==> src/rtl/dcl_pkg.sv <==
package dcl_pkg;
  localparam int NCH    = 2;
  localparam int CODE_W = 4;
  localparam int NIB_W  = 4;

  typedef struct packed {
    logic abus_en;
    logic pin_sel;
    logic clr_src;
    logic main_sel;
  } chan_cfg_t;

  function automatic logic lut_eval(input logic [CODE_W-1:0] code,
                                    input logic a, input logic b);
    logic [1:0] idx;
    idx = ~{a, b};
    return code[idx];
  endfunction
endpackage

==> src/rtl/dcl_rst_sync.sv <==
module dcl_rst_sync #(
  parameter int STAGES = 2
) (
  input  logic clk,
  input  logic rst_n,
  output logic rst_sync_n
);
  logic [STAGES-1:0] sync_q;
  logic [STAGES-1:0] sync_d;

  always_comb sync_d = {sync_q[STAGES-2:0], 1'b1};

  always_ff @(posedge clk or negedge rst_n) begin
    if (!rst_n) sync_q <= '0;
    else        sync_q <= sync_d;
  end

  assign rst_sync_n = sync_q[STAGES-1];
endmodule

==> src/rtl/dcl_regs.sv <==
module dcl_regs #(
  parameter int          ADDR_W    = 8,
  parameter int          DATA_W    = 8,
  parameter logic [7:0]  CTRL_ADDR = 8'h20
) (
  input  logic              clk,
  input  logic              rst_n,
  input  logic [ADDR_W-1:0] bus_addr,
  input  logic              bus_wr,
  input  logic [DATA_W-1:0] bus_wdata,
  output logic [DATA_W-1:0] bus_rdata,
  output logic [DATA_W-1:0] ctrl_q,
  output logic [DATA_W-1:0] lut_q,
  output logic              ctrl_wr
);
  localparam logic [ADDR_W-1:0] A_CTRL = ADDR_W'(CTRL_ADDR);
  localparam logic [ADDR_W-1:0] A_LUT  = ADDR_W'(CTRL_ADDR) + ADDR_W'(1);

  logic              hit_ctrl, hit_lut;
  logic              lut_wr;
  logic [DATA_W-1:0] ctrl_d, lut_d;

  always_comb begin
    hit_ctrl = (bus_addr == A_CTRL);
    hit_lut  = (bus_addr == A_LUT);
    ctrl_wr  = bus_wr && hit_ctrl;
    lut_wr   = bus_wr && hit_lut;
    ctrl_d   = ctrl_wr ? bus_wdata : ctrl_q;
    lut_d    = lut_wr  ? bus_wdata : lut_q;
  end

  always_ff @(posedge clk or negedge rst_n) begin
    if (!rst_n) begin
      ctrl_q <= '0;
      lut_q  <= '0;
    end else begin
      if (ctrl_wr) ctrl_q <= ctrl_d;
      if (lut_wr)  lut_q  <= lut_d;
    end
  end

  always_comb begin
    if (hit_ctrl)     bus_rdata = ctrl_q;
    else if (hit_lut) bus_rdata = lut_q;
    else              bus_rdata = '0;
  end
endmodule

==> src/rtl/dcl_chan.sv <==
module dcl_chan
  import dcl_pkg::*;
(
  input  logic              clk,
  input  logic              rst_n,
  input  logic              in_a,
  input  logic              in_b,
  input  logic [CODE_W-1:0] code,
  input  chan_cfg_t         cfg,
  input  logic              ctrl_wr,
  input  logic              opp_rise,
  output logic              lut_o,
  output logic              rise_o,
  output logic              clr_o,
  output logic              latch_o,
  output logic              main_o,
  output logic              pin_o,
  output logic              abus_o
);
  logic lut_prev_q, lut_prev_d;
  logic latch_q, latch_d;

  always_comb begin
    lut_o      = lut_eval(code, in_a, in_b);
    rise_o     = lut_o && !lut_prev_q;
    clr_o      = cfg.clr_src ? opp_rise : ctrl_wr;
    lut_prev_d = lut_o;
    if (clr_o)       latch_d = 1'b0;
    else if (rise_o) latch_d = 1'b1;
    else             latch_d = latch_q;
  end

  always_ff @(posedge clk or negedge rst_n) begin
    if (!rst_n) begin
      lut_prev_q <= 1'b0;
      latch_q    <= 1'b0;
    end else begin
      lut_prev_q <= lut_prev_d;
      latch_q    <= latch_d;
    end
  end

  always_comb begin
    latch_o = latch_q;
    main_o  = cfg.main_sel ? latch_q : lut_o;
    pin_o   = cfg.pin_sel  ? latch_q : lut_o;
    abus_o  = cfg.abus_en;
  end
endmodule

==> src/rtl/dual_cmp_logic.sv <==
module dual_cmp_logic
  import dcl_pkg::*;
#(
  parameter int         ADDR_W    = 8,
  parameter int         DATA_W    = 8,
  parameter logic [7:0] CTRL_ADDR = 8'h20
) (
  input  logic              clk,
  input  logic              rst_n,
  input  logic [NCH-1:0]    cmp_in,
  input  logic [ADDR_W-1:0] bus_addr,
  input  logic              bus_wr,
  input  logic [DATA_W-1:0] bus_wdata,
  output logic [DATA_W-1:0] bus_rdata,
  output logic [NCH-1:0]    main_out,
  output logic [NCH-1:0]    pin_out,
  output logic [NCH-1:0]    abus_en
);
  logic              rst_sync_n;
  logic [DATA_W-1:0] ctrl_q, lut_q;
  logic              ctrl_wr;
  logic [NCH-1:0]    lut_o, rise, clr, latch;

  dcl_rst_sync #(.STAGES(2)) u_rst (
    .clk(clk), .rst_n(rst_n), .rst_sync_n(rst_sync_n)
  );

  dcl_regs #(.ADDR_W(ADDR_W), .DATA_W(DATA_W), .CTRL_ADDR(CTRL_ADDR)) u_regs (
    .clk(clk), .rst_n(rst_sync_n),
    .bus_addr(bus_addr), .bus_wr(bus_wr), .bus_wdata(bus_wdata),
    .bus_rdata(bus_rdata), .ctrl_q(ctrl_q), .lut_q(lut_q), .ctrl_wr(ctrl_wr)
  );

  for (genvar i = 0; i < NCH; i++) begin : g_ch
    chan_cfg_t cfg;
    assign cfg = chan_cfg_t'(ctrl_q[i*NIB_W +: NIB_W]);

    dcl_chan u_ch (
      .clk(clk), .rst_n(rst_sync_n),
      .in_a(cmp_in[i]), .in_b(cmp_in[NCH-1-i]),
      .code(lut_q[i*CODE_W +: CODE_W]),
      .cfg(cfg), .ctrl_wr(ctrl_wr), .opp_rise(rise[NCH-1-i]),
      .lut_o(lut_o[i]), .rise_o(rise[i]), .clr_o(clr[i]), .latch_o(latch[i]),
      .main_o(main_out[i]), .pin_o(pin_out[i]), .abus_o(abus_en[i])
    );
  end
endmodule

==> config.mk <==
export PLATFORM = sky130hd
export DESIGN_NAME = dual_cmp_logic
export DESIGN_NICKNAME = d
export VERILOG_FILES = /design/src/rtl/dcl_pkg.sv /design/src/rtl/dcl_rst_sync.sv /design/src/rtl/dcl_regs.sv /design/src/rtl/dcl_chan.sv /design/src/rtl/dual_cmp_logic.sv
export SDC_FILE = /design/constraint.sdc
export NUM_CORES = 1
export LEC_CHECK = 0
export ABC_CLOCK_PERIOD_IN_PS = 1600
export BUFFER_PORTS_ARGS = -buffer_cell sky130_fd_sc_hd__buf_2
export CORE_MARGIN = 1
export CORE_UTILIZATION = 45
export CTS_BUF_LIST = sky130_fd_sc_hd__clkbuf_8
export DETAILED_ROUTE_END_ITERATION = 7
export PLACE_DENSITY = 0.74
export SLEW_MARGIN = 20
export SYNTH_ARGS = -nofsm -noshare
export SYNTH_HDL_FRONTEND = slang
export SYNTH_SLANG_ARGS = --single-unit
==> constraint.sdc <==
create_clock -name clk -period 1.6 [get_ports clk]
set_input_delay 0.16 -clock clk [delete_from_list [all_inputs] [get_ports clk]]
set_output_delay 0.16 -clock clk [all_outputs]
set_load 0.01 [all_outputs]
* Word level (Yosys, flattened, before mapping)
Index checks and enable logic that the tools add are counted.
W data, S select, Z words.
** Operators by class
- $lt $le $gt $ge :: 2
- Equal/unequal tests :: 2
- Multiplexer cells :: 16
- Bitwise logic cells :: 2
- Reduce and logical (&&, ||, !) cells :: 8
** Operator list (number)
- $eq A8 B6 Y1 const B :: 2
- $mux W8 :: 2
- $mux W1 :: 12
- $lt A2 B3 Y1 const B :: 2
- $bmux W1 S2 :: 2
- $logic_and A1 B1 Y1 :: 4
- $not A2 Y2 :: 2
- $reduce_bool A2 Y1 :: 2
- $logic_not A1 Y1 :: 2
** Storage, ports and cells
- Bits in registers :: 22
- Input bits :: 21
- Output and inout bits :: 14
- Logic and storage cells :: 37

* Longest topological paths before layout
- Word-level depth :: 6
- Mapped depth :: 4
- Depth with buffers taken out :: 3

* Cells and area by module
From an unflattened synthesis, not the netlist that was laid out.
** Unflattened totals
- Cells, all modules :: 77
- Area, all modules :: 1096.1 µm²
** By module, submodules not included
- dcl_regs :: instances 1, cells each 56, area an instance 767.0 µm², seq. area each 400.4 µm²
- dcl_chan :: instances 2, cells each 9, area an instance 137.6 µm², seq. area each 50.0 µm²
- dcl_rst_sync :: instances 1, cells each 3, area an instance 53.8 µm², seq. area each 50.0 µm²

* Least setup slack after synthesis
No wires, ideal clock.
- Path type :: input -> register
- Start point :: input port bus_addr[4]
- End point :: register u_regs.lut_q[0]
- Setup time :: 0.125 ns
- Arrival time :: 1.529 ns
- Required time :: 1.475 ns
- Slack :: -0.054 ns
- Cell stages on the path :: 4
- Buffers on the path :: 1
- Cell sequence :: or4b_4 -> or3b_1 -> buf_6 -> mux2_4
** On the way
- Word-level cells in the longest chain between the ends :: 2
** RTL lines
- start, declared :: line dual_cmp_logic.sv:11 : input logic [ADDR_W-1:0] bus_addr,
- $eq A8 B6 Y1 :: line dcl_regs.sv:25 : hit_lut = (bus_addr == A_LUT);
- $logic_and A1 B1 Y1 :: line dcl_regs.sv:27 : lut_wr = bus_wr && hit_lut;
- end signal, assigned :: line dcl_regs.sv:38 : if (lut_wr) lut_q <= lut_d;
- end, declared :: line dcl_regs.sv:13 : output logic [DATA_W-1:0] lut_q,
No other way between the ends.
A chain may end at the register's enable or synchronous reset.

* Worst setup path in the final report
- Start point :: register u_regs.lut_q[4]
- End point :: output port main_out[1]
** On the way
- Word-level cells in the longest chain between the ends :: 3
** RTL lines
- $bmux W1 S2 :: line dcl_pkg.sv:17 : return code[idx];
- $mux W1 (implied by the code) :: line dcl_pkg.sv:17
- net g_ch[1].u_ch.lut_o :: line dcl_chan.sv:12 : output logic lut_o,
- $mux W1 :: line dcl_chan.sv:45 : main_o = cfg.main_sel ? latch_q : lut_o;
- end, declared :: line dual_cmp_logic.sv:15 : output logic [NCH-1:0] main_out,
The timed path passes the listed nets, and every way through them passes these cells. The select of a mux whose other input is x is not followed.

==> out/qor.yml <==
finish:
  drive_above_1_share_pct: 61.8
  area_growth_syn_to_layout_pct: 33.6
  diodes: 0
  nets: 153
  final_util_pct: 66.1
  final_cells: 159
sta:
  clock.fmax_mhz: 575
  finalSetupViolCount: 10
  period_needed_ns: 1.74
  finalMaxSlewViolations: 0
  setup_ws_ns: -0.139
  clock_skew_ns: 0.00285
  hold_ws_ns: 0.121
  rsz0062_at_grt: "yes"
  hold_violations: 0
  finalCritPeriodShare_pct: 109
drt:
  antenna_left: 0
  remaining_drc_errors: 0
  drt-wirelength-per-cell_um: 16.8
  vias: 861
  first_pass_iters: 4
  via_per_inst: 5.42
  drt_iter0_drc: 9
  routed_wl_mm: 2.67
cts:
  cts_buffer_depth: 2
  path_clk_slew_ns: 0.08
  insertion_delay_ns: 0.27
  clk_root_buffer_cell: "clkbuf_8"
  cts_tree: "done"
  htreeDepth: 1
  cts_sinks: 22
  cts_buffers: 3
pwr:
  swShare_pct: 22.8
  net-switching-power_mw: 0.311
  power.share.sequential_pct: 47.8
  clkPwrFrac_pct: 38.4
  power.internal_mw: 1.05
  power-per-cell-area_nw_per_um2: 897
  combPwrFrac_pct: 13.8
  ir_drop_mv: 0.872
  p_leak_nw: 0.803
synthesis:
  synth_top_area_share_pct: 48.5
  ys_types: 27
  netlist_instances: 84
  ys_ff_latch: 22
  post_synth.cell_area_avg_um2: 13.5
  yosys-top-cells-area: "dfrtp_1 48%, mux2_2 11%, mux2_4 11%"
  synth-main-ff-cell: "dfrtp_1"
  yosys.area.top_type: "dfrtp_1"
  synth-edff-count: 0
  synth.most_common_cell: "dfrtp_1"
  syn-num-nets: 105
  ys.warnings.count: 0
  seq_area_frac_synth_pct: 48.5
  netlist_top_cells_count: "22 x dfrtp_1, 11 x mux2_2, 8 x a22o_1, 8 x mux2_4, 6 x buf_4"
  async_flop_share_pct: 100
  syn-cell-area_um2: 1140
placement:
  place_ws_ns: -0.233
  globalplace.congestion: 0.794
  place_inst: 147
  dp_hpwl_mm: 1.89
  numPortBuffers: 34
global_routing:
  antenna_found_initial: 0
  grt_max_degree: 15
  grt_overflow: 0
  grt_pass1_wl_mm: 4.24
  grt_pass1_vias: 883
  grt_util_all_layers_pct: 22.9
worst_setup_path:
  crit_arrival_ns: 1.58
  rrSetupSlack_ns: 0.10
  cp_max_fo: 3
  rr_worst_depth: 5
  endpoint_kind: "output pin"
  crit_required_ns: 1.44
  worstReg2RegStart: "u_regs.lut_q[4]$_DFFE_PN0P_"
  crit_path_start_kind: "flip-flop"
  crit_type: "flip-flop to output pin"
  r2r_end: "g_ch[1].u_ch.latch_o$_DFFE_PN0P_"
hold_path:
  hold_path_class: "flip-flop to async pin"
floorplanning:
  core_area_um2: 2300
  start_util_pct: 49.5
  die_w_um: 52.2
  fp.dieH_um: 52.2
  die-area_um2: 2730
  row_count: 17
  io_pins: 35
run:
  drv_cap: 0
status:
  violations: "setup timing"
  outcome: "finished, violations left"
==> power by group through the flow <==
stage / clock network (mW) / registers [mW] / logic [mW]
floorplan: 0 / 0.649 / 0.106
global placement: 0 / 0.655 / 0.152
detailed placement: 0 / 0.661 / 0.160
CTS: 0.532 / 0.648 / 0.174
global route: 0.555 / 0.657 / 0.205
finish: 0.523 / 0.650 / 0.188
==> cells in the final DEF (no fill, tap or decap), types with 3 or more instances in the layout <==
master / netlist / layout
a22o_1: 8 / 8
buf_2: 0 / 31
buf_4: 6 / 15
buf_6: 1 / 3
clkbuf_8: 0 / 3
dfrtp_1: 22 / 22
mux2_2: 11 / 10
mux2_4: 8 / 9
==> worst max-delay path by stage <==
stage                                startpoint                     endpoint  slack, ns
global route        u_regs.lut_q[4]$_DFFE_PN0P_                  main_out[1]      -0.19
finish              u_regs.lut_q[4]$_DFFE_PN0P_                  main_out[1]      -0.14
global placement                    bus_addr[4]  u_regs.lut_q[2]$_DFFE_PN0P_      -0.20
detailed placement                  bus_addr[4]  u_regs.lut_q[3]$_DFFE_PN0P_      -0.23
CTS                 u_regs.lut_q[4]$_DFFE_PN0P_                   pin_out[1]      -0.14
floorplan                           bus_addr[4]  u_regs.lut_q[0]$_DFFE_PN0P_      -0.05
==> cells by family after synthesis <==
family          Yosys count  synth area share [%]
mux                      22                  25.2
flops                    22                  48.5
compound gates           16                  11.0
simple gates             14                  9.36
buf+inv                   9                  5.62
other cells               1                 0.330
==> per-stage QoR <==
step                      TNS [ns]  cell area (um^2)  total power, mW
final                       -0.920              1520             1.36
after global routing         -1.41              1520             1.42
after CTS                   -0.968              1470             1.35
after detailed placement     -2.90              1350            0.821
after global placement       -2.60              1350            0.807
after floorplan             -0.492              1140            0.755
==> per-layer routing <==
layer	track usage, %	vias to the layer above	wire length [um]
met4	14.5	0	44
li1	-	406	-
met2	36.1	21	1340
met5	0	-	0
met1	28.0	429	1190
met3	5.51	5	103
==> cell type report <==
class                           count  area (um^2)
Clock buffer                        3         41.3
Clock inverter                      1         30.0
Tap cell                           28         35.0
Fill cell                         178          779
Inverter                            2         7.51
Timing Repair Buffer               50          312
Sequential cell                    22          551
Multi-Input combinational cell     53          542
==> state kept, by name, indices dropped and copies added, names as in the netlist <==
name,flops
g_ch.u_ch.latch_o,2
g_ch.u_ch.lut_prev_q,2
u_regs.ctrl_q,8
u_regs.lut_q,8
u_rst.sync_q,2
==> critical path, cell delays in order, from the launching register on <==
cell	delay, ns
dfrtp_1	0.38
mux4_2	0.51
mux2_4	0.29
buf_6	0.12
==> timing repair <==
| action | CTS | global route |
|---|---|---|
| endpoints found under the setup margin | 10 | 12 |
| hold buffers | 1 | 0 |
| pin swaps | 11 | 1 |
| hold endpoints to repair | 2 | 0 |
| gates cloned | 0 | 0 |
| buffers inserted | 4 | 3 |
| resized for setup | 1 | 6 |
Note: power is estimated with default switching activity, not from simulation.
